`src/rtl/rstk_pkg.sv`:
```
package rstk_pkg;
  parameter int unsigned REG_W = 8;

  typedef struct packed {
    logic [REG_W-1:0] status;
    logic [REG_W-1:0] wreg;
    logic [REG_W-1:0] bank;
  } shadow_t;

  typedef enum logic [1:0] {
    OP_NONE = 2'd0,
    OP_PUSH = 2'd1,
    OP_POP  = 2'd2
  } stk_op_e;
endpackage

```
`src/rtl/rstk_ptr_ctrl.sv`:
```
module rstk_ptr_ctrl
  import rstk_pkg::*;
#(
  parameter int unsigned DEPTH = 31,
  parameter int unsigned PTR_W = $clog2(DEPTH + 1)
) (
  input  logic             clk,
  input  logic             rst_n,
  input  logic             push_i,
  input  logic             pop_i,
  input  logic             clr_full_i,
  input  logic             clr_unf_i,
  input  logic             ovf_rst_en_i,
  output logic [PTR_W-1:0] ptr_o,
  output logic             push_en_o,
  output logic [PTR_W-1:0] push_idx_o,
  output logic             sw_ok_o,
  output logic             full_o,
  output logic             unf_o,
  output logic             rst_req_o
);
  localparam logic [PTR_W-1:0] TOP_IDX = PTR_W'(DEPTH);
  localparam logic [PTR_W-1:0] ONE     = PTR_W'(1);

  logic [PTR_W-1:0] ptr_q;
  logic             full_q, unf_q, req_q;
  stk_op_e          op;
  logic             at_top, at_bottom, full_evt, unf_evt;

  // push has priority over any pop request
  always_comb begin
    if (push_i)      op = OP_PUSH;
    else if (pop_i)  op = OP_POP;
    else             op = OP_NONE;
  end

  assign at_top    = (ptr_q == TOP_IDX);
  assign at_bottom = (ptr_q == '0);
  assign full_evt  = (op == OP_PUSH) && at_top;
  assign unf_evt   = (op == OP_POP) && at_bottom;

  assign push_en_o  = (op == OP_PUSH) && !at_top;
  assign push_idx_o = ptr_q + ONE;
  assign sw_ok_o    = (op == OP_NONE);

  always_ff @(posedge clk or negedge rst_n) begin
    if (!rst_n) begin
      ptr_q  <= '0;
      full_q <= 1'b0;
      unf_q  <= 1'b0;
      req_q  <= 1'b0;
    end else begin
      case (op)
        OP_PUSH: if (!at_top)    ptr_q <= ptr_q + ONE;
        OP_POP:  if (!at_bottom) ptr_q <= ptr_q - ONE;
        default: ptr_q <= ptr_q;
      endcase
      full_q <= full_evt | (full_q & ~clr_full_i);
      unf_q  <= unf_evt  | (unf_q  & ~clr_unf_i);
      req_q  <= ovf_rst_en_i & (full_evt | unf_evt);
    end
  end

  assign ptr_o     = ptr_q;
  assign full_o    = full_q;
  assign unf_o     = unf_q;
  assign rst_req_o = req_q;

  assert_ptr_range_R2: assert property (@(posedge clk) disable iff (!rst_n)
    ptr_q <= TOP_IDX);

  assert_pop_moves_R3: assert property (@(posedge clk) disable iff (!rst_n)
    (pop_i && !push_i && ptr_q != '0) |=> ptr_q == $past(ptr_q) - ONE);

  assert_full_holds_R4: assert property (@(posedge clk) disable iff (!rst_n)
    (push_i && ptr_q == TOP_IDX) |=> (ptr_q == TOP_IDX) && full_q);

  assert_unf_holds_R5: assert property (@(posedge clk) disable iff (!rst_n)
    (pop_i && !push_i && ptr_q == '0) |=> (ptr_q == '0) && unf_q);

  assert_full_sticky_R6: assert property (@(posedge clk) disable iff (!rst_n)
    (full_q && !clr_full_i) |=> full_q);

  assert_unf_sticky_R6: assert property (@(posedge clk) disable iff (!rst_n)
    (unf_q && !clr_unf_i) |=> unf_q);

  assert_req_gated_R7: assert property (@(posedge clk) disable iff (!rst_n)
    req_q |-> $past(ovf_rst_en_i));

  assert_push_wins_R9: assert property (@(posedge clk) disable iff (!rst_n)
    (push_i && pop_i && ptr_q != TOP_IDX) |=> ptr_q == $past(ptr_q) + ONE);
endmodule

```
`src/rtl/rstk_store.sv`:
```
module rstk_store #(
  parameter int unsigned DEPTH = 31,
  parameter int unsigned AW    = 21,
  parameter int unsigned PTR_W = $clog2(DEPTH + 1)
) (
  input  logic             clk,
  input  logic             rst_n,
  input  logic             push_en_i,
  input  logic [PTR_W-1:0] push_idx_i,
  input  logic [AW-1:0]    pc_i,
  input  logic             sw_ok_i,
  input  logic [PTR_W-1:0] rd_idx_i,
  input  logic [2:0]       lane_we_i,
  input  logic [7:0]       lane_data_i,
  output logic [AW-1:0]    top_o
);
  localparam int unsigned UPW = AW - 16;

  logic [AW-1:0] ent [0:DEPTH];

  for (genvar k = 0; k <= DEPTH; k++) begin : g_ent
    if (k == 0) begin : g_empty
      // slot 0 stands for the empty stack and always reads 0
      assign ent[k] = '0;
    end else begin : g_slot
      logic [AW-1:0] val_q;
      logic          sel_push, sel_sw;
      assign sel_push = push_en_i && (push_idx_i == PTR_W'(k));
      assign sel_sw   = sw_ok_i && (rd_idx_i == PTR_W'(k));
      always_ff @(posedge clk or negedge rst_n) begin
        if (!rst_n) begin
          val_q <= '0;
        end else if (sel_push) begin
          val_q <= pc_i;
        end else if (sel_sw) begin
          if (lane_we_i[0]) val_q[7:0]   <= lane_data_i;
          if (lane_we_i[1]) val_q[15:8]  <= lane_data_i;
          if (lane_we_i[2]) val_q[AW-1:16] <= lane_data_i[UPW-1:0];
        end
      end
      assign ent[k] = val_q;
    end
  end

  assign top_o = ent[rd_idx_i];
endmodule

```
`src/rtl/rstk_shadow.sv`:
```
module rstk_shadow
  import rstk_pkg::*;
(
  input  logic    clk,
  input  logic    rst_n,
  input  logic    save_i,
  input  shadow_t d_i,
  output shadow_t q_o
);
  shadow_t q;

  always_ff @(posedge clk or negedge rst_n) begin
    if (!rst_n)       q <= '0;
    else if (save_i)  q <= d_i;
  end

  assign q_o = q;

  assert_save_loads_R10: assert property (@(posedge clk) disable iff (!rst_n)
    save_i |=> q == $past(d_i));

  assert_hold_no_save_R10: assert property (@(posedge clk) disable iff (!rst_n)
    !save_i |=> $stable(q));
endmodule

```
`src/rtl/call_return_stack.sv`:
```
module call_return_stack
  import rstk_pkg::*;
#(
  parameter int unsigned DEPTH = 31,
  parameter int unsigned AW    = 21,
  localparam int unsigned PTR_W = $clog2(DEPTH + 1)
) (
  input  logic             clk,
  input  logic             rst_n,
  input  logic [AW-1:0]    pc_i,
  input  logic             push_i,
  input  logic             pop_i,
  input  logic             fast_save_i,
  input  logic             fast_ret_i,
  input  logic [REG_W-1:0] status_i,
  input  logic [REG_W-1:0] wreg_i,
  input  logic [REG_W-1:0] bank_i,
  input  logic             ovf_rst_en_i,
  input  logic [2:0]       tos_we_i,
  input  logic [7:0]       tos_wdata_i,
  input  logic             clr_full_i,
  input  logic             clr_unf_i,
  output logic [AW-1:0]    tos_o,
  output logic [PTR_W-1:0] ptr_o,
  output logic             full_o,
  output logic             unf_o,
  output logic             rst_req_o,
  output logic             restore_o,
  output logic [REG_W-1:0] status_o,
  output logic [REG_W-1:0] wreg_o,
  output logic [REG_W-1:0] bank_o
);
  localparam logic [PTR_W-1:0] TOP_IDX = PTR_W'(DEPTH);

  logic             pop_req, push_en, sw_ok;
  logic [PTR_W-1:0] push_idx, ptr;
  shadow_t          shd_d, shd_q;

  assign pop_req = pop_i | fast_ret_i;

  rstk_ptr_ctrl #(.DEPTH(DEPTH), .PTR_W(PTR_W)) u_ctrl (
    .clk          (clk),
    .rst_n        (rst_n),
    .push_i       (push_i),
    .pop_i        (pop_req),
    .clr_full_i   (clr_full_i),
    .clr_unf_i    (clr_unf_i),
    .ovf_rst_en_i (ovf_rst_en_i),
    .ptr_o        (ptr),
    .push_en_o    (push_en),
    .push_idx_o   (push_idx),
    .sw_ok_o      (sw_ok),
    .full_o       (full_o),
    .unf_o        (unf_o),
    .rst_req_o    (rst_req_o)
  );

  rstk_store #(.DEPTH(DEPTH), .AW(AW), .PTR_W(PTR_W)) u_store (
    .clk         (clk),
    .rst_n       (rst_n),
    .push_en_i   (push_en),
    .push_idx_i  (push_idx),
    .pc_i        (pc_i),
    .sw_ok_i     (sw_ok),
    .rd_idx_i    (ptr),
    .lane_we_i   (tos_we_i),
    .lane_data_i (tos_wdata_i),
    .top_o       (tos_o)
  );

  assign shd_d = '{status: status_i, wreg: wreg_i, bank: bank_i};

  rstk_shadow u_shadow (
    .clk    (clk),
    .rst_n  (rst_n),
    .save_i (fast_save_i),
    .d_i    (shd_d),
    .q_o    (shd_q)
  );

  assign ptr_o     = ptr;
  assign restore_o = fast_ret_i;
  assign status_o  = shd_q.status;
  assign wreg_o    = shd_q.wreg;
  assign bank_o    = shd_q.bank;

  assert_push_top_R2: assert property (@(posedge clk) disable iff (!rst_n)
    (push_i && ptr != TOP_IDX) |=> tos_o == $past(pc_i));

  assert_full_keeps_top_R4: assert property (@(posedge clk) disable iff (!rst_n)
    (push_i && ptr == TOP_IDX) |=> $stable(tos_o));

  assert_empty_reads_zero_R5: assert property (@(posedge clk) disable iff (!rst_n)
    (ptr == '0) |-> tos_o == '0);

  assert_lane_ignored_empty_R8: assert property (@(posedge clk) disable iff (!rst_n)
    (ptr == '0 && !push_i) |=> tos_o == '0);
endmodule

```
`config.mk`:
```
export PLATFORM = sky130hd
export DESIGN_NAME = call_return_stack
export DESIGN_NICKNAME = d
export VERILOG_FILES = /design/src/rtl/rstk_pkg.sv /design/src/rtl/rstk_ptr_ctrl.sv /design/src/rtl/rstk_store.sv /design/src/rtl/rstk_shadow.sv /design/src/rtl/call_return_stack.sv
export SDC_FILE = /design/constraint.sdc
export NUM_CORES = 2
export LEC_CHECK = 0
export ABC_AREA = 1
export CAP_MARGIN = 20
export CORE_ASPECT_RATIO = 0.9
export CORE_MARGIN = 2
export CORE_UTILIZATION = 30
export DETAILED_ROUTE_END_ITERATION = 10
export MAX_ROUTING_LAYER = met4
export SYNTH_ARGS = -nofsm -noshare
export SYNTH_HDL_FRONTEND = slang
export SYNTH_SLANG_ARGS = --single-unit
```
`constraint.sdc`:
```
create_clock -name clk -period 2.7 [get_ports clk]
set_clock_uncertainty 0.05 [all_clocks]
set_input_delay 0.405 -clock clk [delete_from_list [all_inputs] [get_ports clk]]
set_output_delay 0.405 -clock clk [all_outputs]
set_load 0.03 [all_outputs]
```
# Yosys cells after proc, flatten, opt, wreduce, memory -nomap -nowiden
# Cells that the tools add are included.
[totals]
reg_bits = 683
latch_bits = 0
ram_bits = 0
mem_bits_ro = 0
in_bits = 65
out_inout_bits = 54
word_cells = 539
memories = 0
[op_classes]
n_addsub = 2
mul = 0
div = 0
magnitude_cmp = 1
n_eq_ne = 66
n_shift = 0
mux = 73
bitwise = 10
reduce_logical = 287
[op_table]
columns = ["op", "n"]
rows = [
  ["21-bit two-way mux", 64],
  ["2-bit nonzero test", 125],
  ["2-bit AND reduction", 93],
  ["5-bit equality test (second input constant)", 32],
  ["21-bit binary-select mux with 5-bit select", 1],
  ["5-bit by 4-bit equality test with 1-bit output (second input constant)", 16],
  ["1-bit logical AND", 65],
  ["5-bit by 3-bit equality test with 1-bit output (second input constant)", 8],
  ["5-bit by 2-bit equality test with 1-bit output (second input constant)", 4],
  ["8-bit two-way mux", 2],
  ["5-bit two-way mux", 3],
  ["5-bit by 1-bit equality test with 1-bit output (second input constant)", 2],
  ["5-bit one-hot mux with 2 select lines", 1],
  ["6-bit greater-or-equal comparator (second input constant)", 1],
  ["5-bit inverter with 6-bit output", 1],
  ["5-bit by 1-bit adder with 5-bit output (second input constant)", 1],
  ["5-bit zero test", 1],
  ["5-bit by 1-bit subtractor with 5-bit output (second input constant)", 1],
  ["2-bit two-way mux", 2],
  ["2-bit inequality test (second input constant)", 2],
  ["1-bit bitwise OR", 4],
  ["1-bit bitwise AND", 3],
  ["3-bit AND reduction", 1],
  ["2-bit by 1-bit equality test with 1-bit output (second input constant)", 1],
  ["4 further kinds", 5],
]

# Longest topological paths before layout
[depth]
ltp_word = 8
ltp_mapped = 16
depth_no_buf = 13

# Modules after synthesis
# From an unflattened synthesis, not the netlist that was laid out.
[unflattened]
hier_cells = 6131
area_unflattened_um2 = 39237.6
[by_module_without_submodules]
columns = ["module", "n_inst", "cells_per_inst", "area_per_inst_um2", "seq_area_each_um2"]
rows = [
  ["rstk_store", 1, 5954, 37696.2, 16290.6],
  ["rstk_shadow", 1, 102, 974.7, 600.6],
  ["rstk_ptr_ctrl", 1, 71, 548.0, 200.2],
  ["call_return_stack", 1, 4, 18.8, 0.0],
]

# Least setup slack after synthesis
# OpenSTA, ideal clock, no wires.
[synth_timing]
path_kind = "register to register"
startpoint = "register u_ctrl.ptr_q[3] (netlist: u_ctrl.ptr_o[3])"
endpoint = "register u_store.g_ent[13].g_slot.val_q[13]"
setup_ns = 0.125
t_arrival_ns = 2.729
t_required_ns = 2.525
setup_slack_ns = -0.203
path_stages_with_launch = 14
path_buffers = 5
synth_period_minus_slack_ns = 2.903
cell_sequence = "dfrtp_1 -> buf_4 -> nand2_1 -> buf_2 -> buf_1 -> nor2_1 -> ha_1 -> inv_1 -> nor2_2 -> buf_2 -> nand4_2 -> buf_2 -> nand3_1 -> nand3_1"
[synth_via]
elab_chain_len = 6
word_cells_on_any_way = 12
classes_between = "1 x add/sub; 3 x eq/ne; 1 x mux; 7 x reduce/logical"
[synth_rtl]
columns = ["element", "line_no", "text"]
rows = [
  ["start, declared", "rstk_ptr_ctrl.sv:25", "logic [PTR_W-1:0] ptr_q;"],
  ["start signal, assigned", "rstk_ptr_ctrl.sv:54", "OP_PUSH: if (!at_top) ptr_q <= ptr_q + ONE;"],
  ["start signal, assigned", "rstk_ptr_ctrl.sv:55", "OP_POP: if (!at_bottom) ptr_q <= ptr_q - ONE;"],
  ["start signal, assigned", "rstk_ptr_ctrl.sv:56", "default: ptr_q <= ptr_q;"],
  ["branches (longest 6 deep; another with 5-bit by 1-bit adder with 5-bit output)", "--", ""],
  ["end signal, assigned", "rstk_store.sv:34", "val_q <= pc_i;"],
  ["end signal, assigned", "rstk_store.sv:37", "if (lane_we_i[1]) val_q[15:8] <= lane_data_i;"],
  ["end signal, assigned by index", "rstk_store.sv:38", "if (lane_we_i[2]) val_q[AW-1:16] <= lane_data_i[UPW-1:0];"],
  ["end, declared", "rstk_store.sv:26", "logic [AW-1:0] val_q;"],
]
# Parallel ways; which one is timed is not known.
# A chain may end at the register's enable or synchronous reset.

# Worst setup path in the final report
[layout_timing]
startpoint = "register u_ctrl.ptr_q[0] (netlist: u_ctrl.ptr_o[0])"
endpoint = "output port tos_o[18]"
[layout_via]
elab_chain_len = 4
[layout_rtl]
columns = ["element", "line_no", "text"]
rows = [
  ["5-bit inverter with 6-bit output (not written as such)", "rstk_store.sv:45", "assign top_o = ent[rd_idx_i];"],
  ["21-bit binary-select mux with 5-bit select", "rstk_store.sv:45", ""],
  ["21-bit two-way mux (not written as such) (2 in a row)", "rstk_store.sv:45", ""],
  ["end, declared", "call_return_stack.sv:23", "output logic [AW-1:0] tos_o,"],
]
# Every way passes these cells. The select of a mux whose other input is x is not followed.

==> results.cfg <==
[critical_path]
cpMaxStageDelayCell = dfrtp_4
worst_ep_arrival_time_ps = 2920
ff2ff_path_depth = 16
crit_type = register to primary output
path_cells = buf_12 > clkinv_16 > nor2_4 > buf_6 > clkbuf_16 > nand2_1 > nand2_1 > nand2_1 > nand3_1 > nor2_2 > nor2_4 > buf_6 > buf_12
crit_family = simple AND/OR/NAND/NOR gates
cp_slowest_stage_delay_ps = 530
worst_setup_path_start_kind = register
cp_data_required_time_ps = 2250
reg2reg_to = u_store.g_ent[24].g_slot.val_q[13]
cpMostUsedCell = nand2_1
rrSetupSlack_ps = -90
regToRegStartpoint = u_ctrl.ptr_o[0]
critPathBufInv = 6
end_kind = primary output
crit_fanout = 8

[logic_synthesis]
ys_seq_area_share_pct = 40.9
synth.area.top_cells = dfrtp_1 (41%), nand3_1 (33%), nand2_1 (9.3%), inv_1 (4.3%), buf_2 (2.5%)
synth_flop_cell = dfrtp_1
synth_nets = 6047
synth_top_area_cell = dfrtp_1
netlist.area_leader.share_pct = 40.9
syn_avg_cell_area_sq_um = 7.00
yosys.cell_count.top_type = nand3_1
ys_types = 28
ys_ff_latch = 683
synth_common_cells = nand3_1 (2,799), nand2_1 (1,040), dfrtp_1 (683)
synthCells = 5975
netlist_area_sq_um = 41800
synthArstFlopShare_pct = 100
yosys_warnings = 0
synth_enable_flop_cells = 0

[run_status]
status = complete, but fails checks
violations = negative setup slack

[clock_network]
htreeDepth = 3
path_clk_slew_ps = 60
clockBufferDepth = 3
cts-root-buf = clkbuf_16
clock_latency_ps = 690
numCtsBuffers = 80
cts_tree = built
cts_num_sinks = 683

[job]
maxCapViolCount = 0

[sta]
tightest_slew_ps = 900
fmax_ghz = 0.296
slew_headroom_pct = 40.0
period_needed_ps = 3380
maxSlewViolCount = 0
rsz0062_at_grt = yes
layout_setup_ws_ps = -679
setup_viol = 177
post-route-period-util_pct = 125
finalHoldViolations = 0

[min_path]
min-delay-start = pc_i[2]
hold_depth = 3
worst_hold_path.endpoint = u_store.g_ent[10].g_slot.val_q[2]
min-delay-path-class = input port to register

[placed_design]
place_area_sq_um = 48100
port_buffers = 118
gp_congestion = 1.00
dp_hpwl_mm = 128

[floorplanning]
rows = 129
start_util_pct = 30.3
die_w_um = 398
pin_count = 119
coreArea_sq_um = 138000
fp.dieH_um = 358
dieArea_sq_um = 142000

[power]
powerDensity_nw_per_um2 = 1170
power.leakage_nw = 25.5
irDropWorstVdd_mv = 1.34
finalPower_w = 0.0642

[layout]
final_area_sq_um = 54700
post-route-util_pct = 39.7
nets = 6284
drive_above_1_share_pct = 19.1
n_fill_cell = 13900
num_antenna_cells = 0
multiInputGateArea_sq_um = 22000
ff_latch_area_sq_um = 17100
syn_to_final_growth_pct = 30.7

[routing]
wl_per_cell_um = 25.5
drcViolationCount = 0
num_vias = 48300
dr.pass1.iters = 9
wirelength_mm = 207
via_per_inst = 5.96
drt_iter0_markers = 8646
drtAntennaViolNets = 0

[grt]
grt_usage_pct = 27.8
antenna_found_initial = 0
overflow = 0
grt_max_degree = 96
grt_pass1_vias = 43100
grt_first_pass_wirelength_mm = 291
-- logic make-up (layout without fill, tap and decap cells) --
logic type / Yosys count / count (layout) / share of synthesized area (%)
simple gates: 4121 / 4121 / 46.8
buf+inv: 1045 / 1346 / 10.2
flops: 683 / 683 / 40.9
compound gates: 93 / 93 / 1.24
mux: 24 / 24 / 0.646
fa+ha+maj: 7 / 7 / 0.209
xor+xnor: 2 / 2 / 0.0419
-- report_power, final --
group	switching (W)	leakage, nW	internal, W	total, W
Sequential	0.00281	8.96	0.0143	0.0171
Combinational	0.0219	15.2	0.0136	0.0354
Clock	0.00491	1.32	0.00670	0.0116
Total	0.0296	25.5	0.0346	0.0642
-- worst reg2reg max path, delay by kind of cell (launching register included) --
family / cells / cell delay (ps)
buf+inv: 8 / 1020
fa+ha+maj: 2 / 530
simple gates: 6 / 560
flops: 1 / 570
-- cell type report --
| cell class | instances | share of cell area, % |
|---|---|---|
| timing repair buffer | 681 | 15.7 |
| clock inverter | 34 | 0.739 |
| sequential | 683 | 31.3 |
| clock buffer | 112 | 4.20 |
| tap | 1834 | 4.20 |
| multi-input combinational | 4247 | 40.2 |
| inverter | 518 | 3.66 |
| timing repair inverter | 1 | 0.0298 |
-- worst max-delay path by stage --
stage                          from                           endpoint  slack, ps  cells past startpoint
floorplan           u_ctrl.ptr_o[0]  u_store.g_ent[20].g_slot.val_q[0]        -60                     14
global route        u_ctrl.ptr_o[0]                           tos_o[4]       -680                     13
CTS                 u_ctrl.ptr_o[0]                           tos_o[2]       -750                     12
global placement    u_ctrl.ptr_o[0]                           tos_o[8]       -240                     10
finish              u_ctrl.ptr_o[0]                          tos_o[18]       -680                     13
detailed placement  u_ctrl.ptr_o[0]                           tos_o[8]       -260                     10
-- metrics by stage --
step	setup TNS [ps]	hold slack [ps]	setup slack, ps	cells
final	-17910	24.0	-679	8110
after global routing	-36580	46.4	-683	8110
after CTS	-13140	3.97	-753	8012
after detailed placement	-2520	265	-260	7847
after global placement	-2620	261	-238	7847
after floorplan	-4520	59.4	-64.3	5975
-- repair_timing --
action / CTS / global route
gates cloned: 7 / 52
resized for setup: 136 / 366
endpoints found under the setup margin: 106 / 644
endpoints found under the hold margin: 321 / 0
buffers inserted: 11 / 59
hold buffers: 1 / 0
pin swaps: 16 / 112
-- state kept, by name, indices dropped and copies added, names as in the netlist --
register,cells
u_ctrl.full_o,1
u_ctrl.ptr_o,5
u_shadow.q_o,24
u_store.g_ent.g_slot.val_q,651
u_ctrl.rst_req_o,1
u_ctrl.unf_o,1
-- placed cells by master, fill, tap and decap left out, types with 13 or more instances in the layout --
| cell | Yosys | layout |
|---|---|---|
| a21oi_1 | 42 | 35 |
| buf_12 | 0 | 166 |
| buf_2 | 205 | 21 |
| buf_4 | 10 | 306 |
| buf_6 | 4 | 57 |
| clkbuf_1 | 245 | 16 |
| clkbuf_16 | 0 | 120 |
| clkbuf_8 | 0 | 15 |
| clkdlybuf4s50_1 | 0 | 64 |
| clkinv_2 | 0 | 15 |
| dfrtp_1 | 683 | 681 |
| inv_1 | 474 | 468 |
| inv_2 | 42 | 41 |
| mux2_2 | 24 | 24 |
| nand2_1 | 1040 | 936 |
| nand2_2 | 16 | 104 |
| nand2_4 | 0 | 13 |
| nand3_1 | 2799 | 2712 |
| nand3_2 | 1 | 60 |
| nand3_4 | 0 | 28 |
| nor2_1 | 168 | 96 |
| nor2_2 | 46 | 64 |
| nor2_4 | 24 | 78 |
| o211ai_1 | 21 | 21 |
| o21ai_0 | 29 | 21 |
-- layer usage --
| layer | global-route usage (%) | routed length, um | vias up |
|---|---|---|---|
| met5 | - | 0 | - |
| met4 | 9.05 | 8350 | 0 |
| met3 | 8.73 | 32800 | 598 |
| met2 | 37.1 | 82900 | 3931 |
| met1 | 39.3 | 83000 | 23200 |
| li1 | - | - | 20600 |
(Power assumes the default switching activity.)
